===== src/rtl/snoop_wi_cache.sv =====
module snoop_wi_cache #(
  parameter int ADDR_W = 8,
  parameter int DATA_W = 16,
  parameter int IDX_W  = 2,
  parameter int ID_W   = 2,
  parameter int MY_ID  = 0
) (
  input  logic              clk,
  input  logic              rst_n,
  input  logic              cpu_req,
  input  logic              cpu_we,
  input  logic [ADDR_W-1:0] cpu_addr,
  input  logic [DATA_W-1:0] cpu_wdata,
  output logic              cpu_ack,
  output logic              cpu_stall,
  output logic [DATA_W-1:0] cpu_rdata,
  output logic              bus_req,
  input  logic              bus_gnt,
  output logic [1:0]        bus_cmd,
  output logic [ADDR_W-1:0] bus_addr,
  output logic [DATA_W-1:0] bus_data,
  input  logic              fill_valid,
  input  logic [DATA_W-1:0] fill_data,
  input  logic              snp_valid,
  input  logic [1:0]        snp_cmd,
  input  logic [ADDR_W-1:0] snp_addr,
  input  logic [ID_W-1:0]   snp_id,
  output logic              snp_abort,
  output logic [DATA_W-1:0] snp_data
);
  localparam int LINES = 1 << IDX_W;
  localparam int TAG_W = ADDR_W - IDX_W;
  localparam logic [1:0] L_I = 2'd0, L_S = 2'd1, L_E = 2'd2;
  localparam logic [1:0] C_NONE = 2'd0, C_RD = 2'd1, C_WR = 2'd2, C_WB = 2'd3;

  typedef enum logic [2:0] {F_IDLE, F_ARB, F_WB, F_MISS, F_FILL} fsm_t;
  fsm_t fsm;

  logic [LINES-1:0][1:0] st;
  logic [TAG_W-1:0]      tag_q [LINES];
  logic [DATA_W-1:0]     dat_q [LINES];

  logic              p_we;
  logic [ADDR_W-1:0] p_addr;
  logic [DATA_W-1:0] p_wdata;

  wire [IDX_W-1:0] c_idx = cpu_addr[IDX_W-1:0];
  wire [TAG_W-1:0] c_tag = cpu_addr[ADDR_W-1:IDX_W];
  wire [IDX_W-1:0] p_idx = p_addr[IDX_W-1:0];
  wire [TAG_W-1:0] p_tag = p_addr[ADDR_W-1:IDX_W];
  wire [IDX_W-1:0] s_idx = snp_addr[IDX_W-1:0];
  wire [TAG_W-1:0] s_tag = snp_addr[ADDR_W-1:IDX_W];

  wire snp_act  = snp_valid && (snp_id != ID_W'(MY_ID));
  wire s_hit    = snp_act && st[s_idx] != L_I && tag_q[s_idx] == s_tag;
  wire s_dirty  = s_hit && st[s_idx] == L_E;
  wire c_pres   = st[c_idx] != L_I && tag_q[c_idx] == c_tag;
  wire c_hit    = c_pres && (!cpu_we || st[c_idx] == L_E);
  wire hit_ack  = fsm == F_IDLE && cpu_req && !snp_act && c_hit;
  wire fill_ack = fsm == F_FILL && fill_valid;
  wire restart  = fsm == F_ARB && s_hit && s_idx == p_idx;
  wire victim   = st[p_idx] == L_E && tag_q[p_idx] != p_tag;

  assign cpu_stall = cpu_req && snp_act;
  assign cpu_ack   = hit_ack || fill_ack;
  assign cpu_rdata = fill_ack ? fill_data : dat_q[c_idx];
  assign snp_abort = s_dirty && (snp_cmd == C_RD || snp_cmd == C_WR);
  assign snp_data  = dat_q[s_idx];
  assign bus_req   = fsm != F_IDLE;
  assign bus_cmd   = fsm == F_WB ? C_WB : fsm == F_MISS ? (p_we ? C_WR : C_RD) : C_NONE;
  assign bus_addr  = fsm == F_WB ? {tag_q[p_idx], p_idx} : fsm == F_MISS ? p_addr : '0;
  assign bus_data  = fsm == F_WB ? dat_q[p_idx] : '0;

  always_ff @(posedge clk) begin
    if (!rst_n) begin
      fsm     <= F_IDLE;
      p_we    <= 1'b0;
      p_addr  <= '0;
      p_wdata <= '0;
    end else begin
      case (fsm)
        F_IDLE: if (cpu_req && !snp_act && !c_hit) begin
          fsm     <= F_ARB;
          p_we    <= cpu_we;
          p_addr  <= cpu_addr;
          p_wdata <= cpu_wdata;
        end
        F_ARB: begin
          if (restart) fsm <= F_IDLE;
          else if (bus_gnt && !snp_act) fsm <= victim ? F_WB : F_MISS;
        end
        F_WB:   fsm <= F_MISS;
        F_MISS: fsm <= F_FILL;
        F_FILL: if (fill_valid) fsm <= F_IDLE;
        default: fsm <= F_IDLE;
      endcase
    end
  end

  always_ff @(posedge clk) begin
    if (!rst_n) begin
      st <= '0;
      for (int i = 0; i < LINES; i++) begin
        tag_q[i] <= '0;
        dat_q[i] <= '0;
      end
    end else begin
      if (s_hit) begin
        if (snp_cmd == C_WR) st[s_idx] <= L_I;
        else if (snp_cmd == C_RD && st[s_idx] == L_E) st[s_idx] <= L_S;
      end
      if (hit_ack && cpu_we) dat_q[c_idx] <= cpu_wdata;
      if (fsm == F_WB) st[p_idx] <= L_I;
      if (fill_ack) begin
        tag_q[p_idx] <= p_tag;
        st[p_idx]    <= p_we ? L_E : L_S;
        dat_q[p_idx] <= p_we ? p_wdata : fill_data;
      end
    end
  end

  a_r10_cmd_needs_gnt: assert property (@(posedge clk) disable iff (!rst_n)
    (bus_cmd != C_NONE) |-> bus_gnt);
  a_r10_lines_frozen: assert property (@(posedge clk) disable iff (!rst_n)
    (fsm == F_ARB && !snp_act && !bus_gnt) |=> $stable(st));
  a_r12_stall_no_ack: assert property (@(posedge clk) disable iff (!rst_n)
    cpu_stall |-> !cpu_ack);
  a_r13_own_no_abort: assert property (@(posedge clk) disable iff (!rst_n)
    (snp_valid && snp_id == ID_W'(MY_ID)) |-> !snp_abort);
  a_r13_own_no_change: assert property (@(posedge clk) disable iff (!rst_n)
    (snp_valid && snp_id == ID_W'(MY_ID) && (fsm == F_IDLE || fsm == F_ARB)) |=> $stable(st));
  a_r9_supplier_not_excl: assert property (@(posedge clk) disable iff (!rst_n)
    snp_abort |=> st[$past(s_idx)] != L_E);
  a_r3_ack_waits_fill: assert property (@(posedge clk) disable iff (!rst_n)
    (fsm == F_FILL && !fill_valid) |-> !cpu_ack);
endmodule


===== config.mk =====
export PLATFORM = sky130hd
export DESIGN_NAME = snoop_wi_cache
export DESIGN_NICKNAME = d
export VERILOG_FILES = /design/src/rtl/snoop_wi_cache.sv
export SDC_FILE = /design/constraint.sdc
export NUM_CORES = 1
export LEC_CHECK = 0
export ABC_AREA = 0
export CAP_MARGIN = 0
export CELL_PAD_IN_SITES_DETAIL_PLACEMENT = 0
export CELL_PAD_IN_SITES_GLOBAL_PLACEMENT = 1
export CORE_UTILIZATION = 55
export CTS_CLUSTER_DIAMETER = 30
export DETAILED_ROUTE_END_ITERATION = 8
export DONT_BUFFER_PORTS = 1
export GPL_ROUTABILITY_DRIVEN = 0
export PLACE_DENSITY = 0.83
export SETUP_SLACK_MARGIN = 0.2
export SYNTH_ARGS = -nofsm -noshare
export SYNTH_HDL_FRONTEND = slang
export SYNTH_SLANG_ARGS = --single-unit

===== constraint.sdc =====
create_clock -name clk -period 11.07 [get_ports clk]
set_clock_uncertainty 0.05 [all_clocks]
set_input_delay 1.107 -clock clk [delete_from_list [all_inputs] [get_ports clk]]
set_output_delay 1.107 -clock clk [all_outputs]
set_load 0.05 [all_outputs]

==> results_dict.tcl <==
set metrics [dict create \
    route.final.wire_length_mm 22.50 \
    timing.setup.critical_path_class "in2out" \
    synth_async_sr_flop_share_pct 0 \
    final_cell_count_no_fill 906 \
    avgRoutedWirePerCell_um 24.84 \
    die_area_mm2 0.01501 \
    initial_antenna_violation_count 0 \
    worst_hold_path.num_cells 2 \
    grt_use_total_pct 31.61 \
    hp-class "reg2reg" \
    syn-num-nets 798 \
    mappedNetlistArea_mm2 0.007988 \
    post_cts_setup_driven_buffer_insertion_count 0 \
    final_nets 774 \
    timing.setup.tns_ns 0 \
    total_area_of_multi_input_combinational_cells_mm2 0.004259 \
    post-synth-top-area-fraction_pct 33.08 \
    critical_path.startpoint_type "input port" \
    register_area_mm2 0.003403 \
    port-buffer-count 0 \
    chipWidth_um 122.5 \
    critical_path.reg2reg.startpoint "fsm[0]" \
    fin_area_mm2 0.008681 \
    drive_above_1_share_pct 16.53 \
    postSynth.topFlopCell "sky130_fd_sc_hd__edfxtp_1" \
    dp.cells 874 \
    cts_h_tree_depth 4 \
    worst_ir_drop_vdd_v 0.0001359 \
    timing_max_transition_violations_final 0 \
    placed_cell_area_mm2 0.008083 \
    yosys-top-cells-area "sky130_fd_sc_hd__edfxtp_1, sky130_fd_sc_hd__mux4_2, sky130_fd_sc_hd__dfxtp_1, sky130_fd_sc_hd__mux2i_1, sky130_fd_sc_hd__nand2_1" \
    r2r_slack_ns 7.13 \
    cp_cell_sequence "mux4_2 -> xnor2_1 -> nand2_1 -> a211oi_1 -> nand2_1 -> nor2_1" \
    min_to "p_wdata[0]" \
    crit_slowest_cell "sky130_fd_sc_hd__nor2_1" \
    slew_headroom_pct 6.934 \
    leakage_uw 0.003162 \
    min_period_over_period_pct 40.04 \
    post-synth-top-area-cell "sky130_fd_sc_hd__edfxtp_1" \
    endpoint_kind "primary output" \
    layout.filler_cells 1122 \
    power_per_cell_area_mw_per_mm2 147.6 \
    crit_start "snp_addr[0]" \
    route.detailed.drc 0 \
    first_pass_grt_wire_length_mm 34.36 \
    max_slew.worst_pin.slew_ns 1.381 \
    global_route.overflow_total 0 \
    die_y_um 122.5 \
    finalPower_uw 1281 \
    timing.reg2reg.worst_path_depth 8 \
    io_pins 121 \
    drt_pre_antenna_iters 7 \
    route.antenna.remaining_nets 0 \
    synth.lib_cells_used.distinct 55 \
    synth_seq_area_share_pct 42.61 \
    reg_to_reg_critical_path_endpoint "dat_q[1][15]" \
    cts.path.max_buffers 2 \
    core.rowCount 43 \
    placeableCoreArea_mm2 0.01404 \
    status "finished, final reports clean" \
    clk_transition_reported_paths_ns 0.06 \
    rsz0062_at_grt "false" \
    final.min_clock_period_ns 4.432 \
    clock_sink_count 126 \
    largest_net_degree_at_the_start_of_global_routing 56 \
    drt_iter0_drc 647 \
    dpl.hpwl_mm 15.24 \
    arr_time_crit_path_ns 3.28 \
    synth.avg_cell_area_um2 10.84 \
    cts_hold_buffers 0 \
    critical_path.max_fanout 34 \
    tritoncts.num_buffers 17 \
    ctsResizeCount 0 \
    start_util_pct 56.88 \
    n_antenna_cell 0 \
    post_synth_inst_count 737 \
    ys_warn_count 0 \
    hold_viol 0 \
    route.detailed.vias_per_inst 6.746 \
    flow.area_growth_from_synthesis_pct 8.678 \
    worst_endpoint_required_time_ns 9.91 \
    path_common_cell "sky130_fd_sc_hd__nand2_1" \
    root_buffer "sky130_fd_sc_hd__clkbuf_16" \
    cts_tree "done" \
    source_of_the_worst_hold_timing_path "p_wdata[0]" \
    max_cap_viol_count 0 \
    worstSkewPairLatency_ns 0.43 \
    timing.final.setup_violations 0 \
    postLayoutCoreUtil_pct 61.82 \
    detailroute.via_count 6112 \
    achievable-frequency_mhz 225.6 \
    vias_in_the_first_global_route 6005 \
    crit_path_max_incr_delay_ns 0.70 \
    synth_enable_flop_cells 88 \
    yosys_register_bits 126 \
]
registers in the layout (all words and copies together) (netlist names), named ones only:
register  cells
st            8
p_addr        8
tag_q        24
dat_q        64
p_we          1
fsm           3
p_wdata      16
placed cells by master (no fill, tap or decap), types with 3 or more instances in the layout:
| cell | n |
|---|---|
| sky130_fd_sc_hd__and3_1 | 8 |
| sky130_fd_sc_hd__xnor2_1 | 16 |
| sky130_fd_sc_hd__buf_4 | 11 |
| sky130_fd_sc_hd__nand4_1 | 8 |
| sky130_fd_sc_hd__edfxtp_1 | 88 |
| sky130_fd_sc_hd__mux2i_1 | 45 |
| sky130_fd_sc_hd__o32ai_1 | 4 |
| sky130_fd_sc_hd__and2_1 | 39 |
| sky130_fd_sc_hd__o21ai_0 | 7 |
| sky130_fd_sc_hd__xor2_1 | 6 |
| sky130_fd_sc_hd__clkinv_4 | 3 |
| sky130_fd_sc_hd__nor2_1 | 61 |
| sky130_fd_sc_hd__nor3_1 | 4 |
| sky130_fd_sc_hd__inv_1 | 30 |
| sky130_fd_sc_hd__mux4_2 | 68 |
| sky130_fd_sc_hd__o211ai_1 | 3 |
| sky130_fd_sc_hd__clkinvlp_4 | 3 |
| sky130_fd_sc_hd__nand2_1 | 108 |
| sky130_fd_sc_hd__nand3_1 | 17 |
| sky130_fd_sc_hd__a21oi_1 | 60 |
| sky130_fd_sc_hd__bufinv_16 | 3 |
| sky130_fd_sc_hd__clkbuf_16 | 17 |
| sky130_fd_sc_hd__dfxtp_1 | 38 |
| sky130_fd_sc_hd__nor2b_1 | 25 |
| sky130_fd_sc_hd__nor4_1 | 3 |
how the worst max path moves through the flow:
stage	end
floorplan	dat_q[3][0]
global placement	snp_abort
detailed placement	dat_q[1][4]
CTS	snp_abort
global route	snp_abort
finish	snp_abort
synth_stat cells, types with 3 or more instances:
cell type,n
sky130_fd_sc_hd__dfxtp_1,38
sky130_fd_sc_hd__nand2_1,108
sky130_fd_sc_hd__buf_1,12
sky130_fd_sc_hd__xor2_1,6
sky130_fd_sc_hd__buf_2,7
sky130_fd_sc_hd__nor2_1,61
sky130_fd_sc_hd__o32ai_1,4
sky130_fd_sc_hd__o211ai_1,3
sky130_fd_sc_hd__edfxtp_1,88
sky130_fd_sc_hd__inv_1,30
sky130_fd_sc_hd__nor4_1,3
sky130_fd_sc_hd__nor3_1,5
sky130_fd_sc_hd__xnor2_1,16
sky130_fd_sc_hd__buf_4,4
sky130_fd_sc_hd__nand4_1,8
sky130_fd_sc_hd__mux2i_1,45
sky130_fd_sc_hd__and3_1,8
sky130_fd_sc_hd__mux4_2,68
sky130_fd_sc_hd__o21ai_0,8
sky130_fd_sc_hd__clkbuf_1,30
sky130_fd_sc_hd__nand3_1,17
sky130_fd_sc_hd__a21oi_1,60
sky130_fd_sc_hd__and2_1,39
sky130_fd_sc_hd__nor2b_1,25
layer usage:
layer,vias to the layer above,track usage [%],share of wire (%)
li1,2665,-,-
met1,3034,41.71,39
met2,367,50.60,50
met3,46,8.783,9.7
met4,0,10.06,1.6
met5,-,0,0
report_power, final:
group | switching [µW] | internal [µW]
sequential | 23.2 | 522
clock | 214 | 354
combinational | 104 | 63.8
layout make-up:
type | count | area share (%)
Clock buffer | 19 | 4.987
Clock inverter | 13 | 1.903
Inverter | 30 | 1.297
Multi-Input combinational cell | 527 | 49.06
Sequential cell | 126 | 39.20
Tap cell | 180 | 2.594
Timing Repair Buffer | 11 | 0.9513
logic make-up (layout without fill, tap and decap cells):
kind of cell | Yosys count | after routing | share of synthesized area (%)
AND/OR/NAND/NOR | 294 | 294 | 18.33
flip-flops | 126 | 126 | 42.61
multiplexers | 114 | 114 | 24.95
AO/OA/AOI/OAI | 95 | 95 | 7.049
buffers and inverters | 84 | 73 | 4.339
XOR/XNOR | 22 | 22 | 2.412
adder cells (fa/ha/maj) | 2 | 2 | 0.3132
worst max-delay path, delay by kind of cell:
kind             cells  cell delay, ns
AO/OA/AOI/OAI        1            0.54
AND/OR/NAND/NOR      3            0.91
multiplexers         1            0.49
XOR/XNOR             1            0.20
per-stage QoR:
step,worst slack (ns),hold WS [ns]
6_report,6.638,0.4689
5_1_grt,6.547,0.5062
4_1_cts,6.677,0.4717
3_5_place_dp,6.586,0.4557
3_3_place_gp,6.653,0.4464
2_1_floorplan,6.609,0.4295
Note: power is estimated with default switching activity, not from simulation.
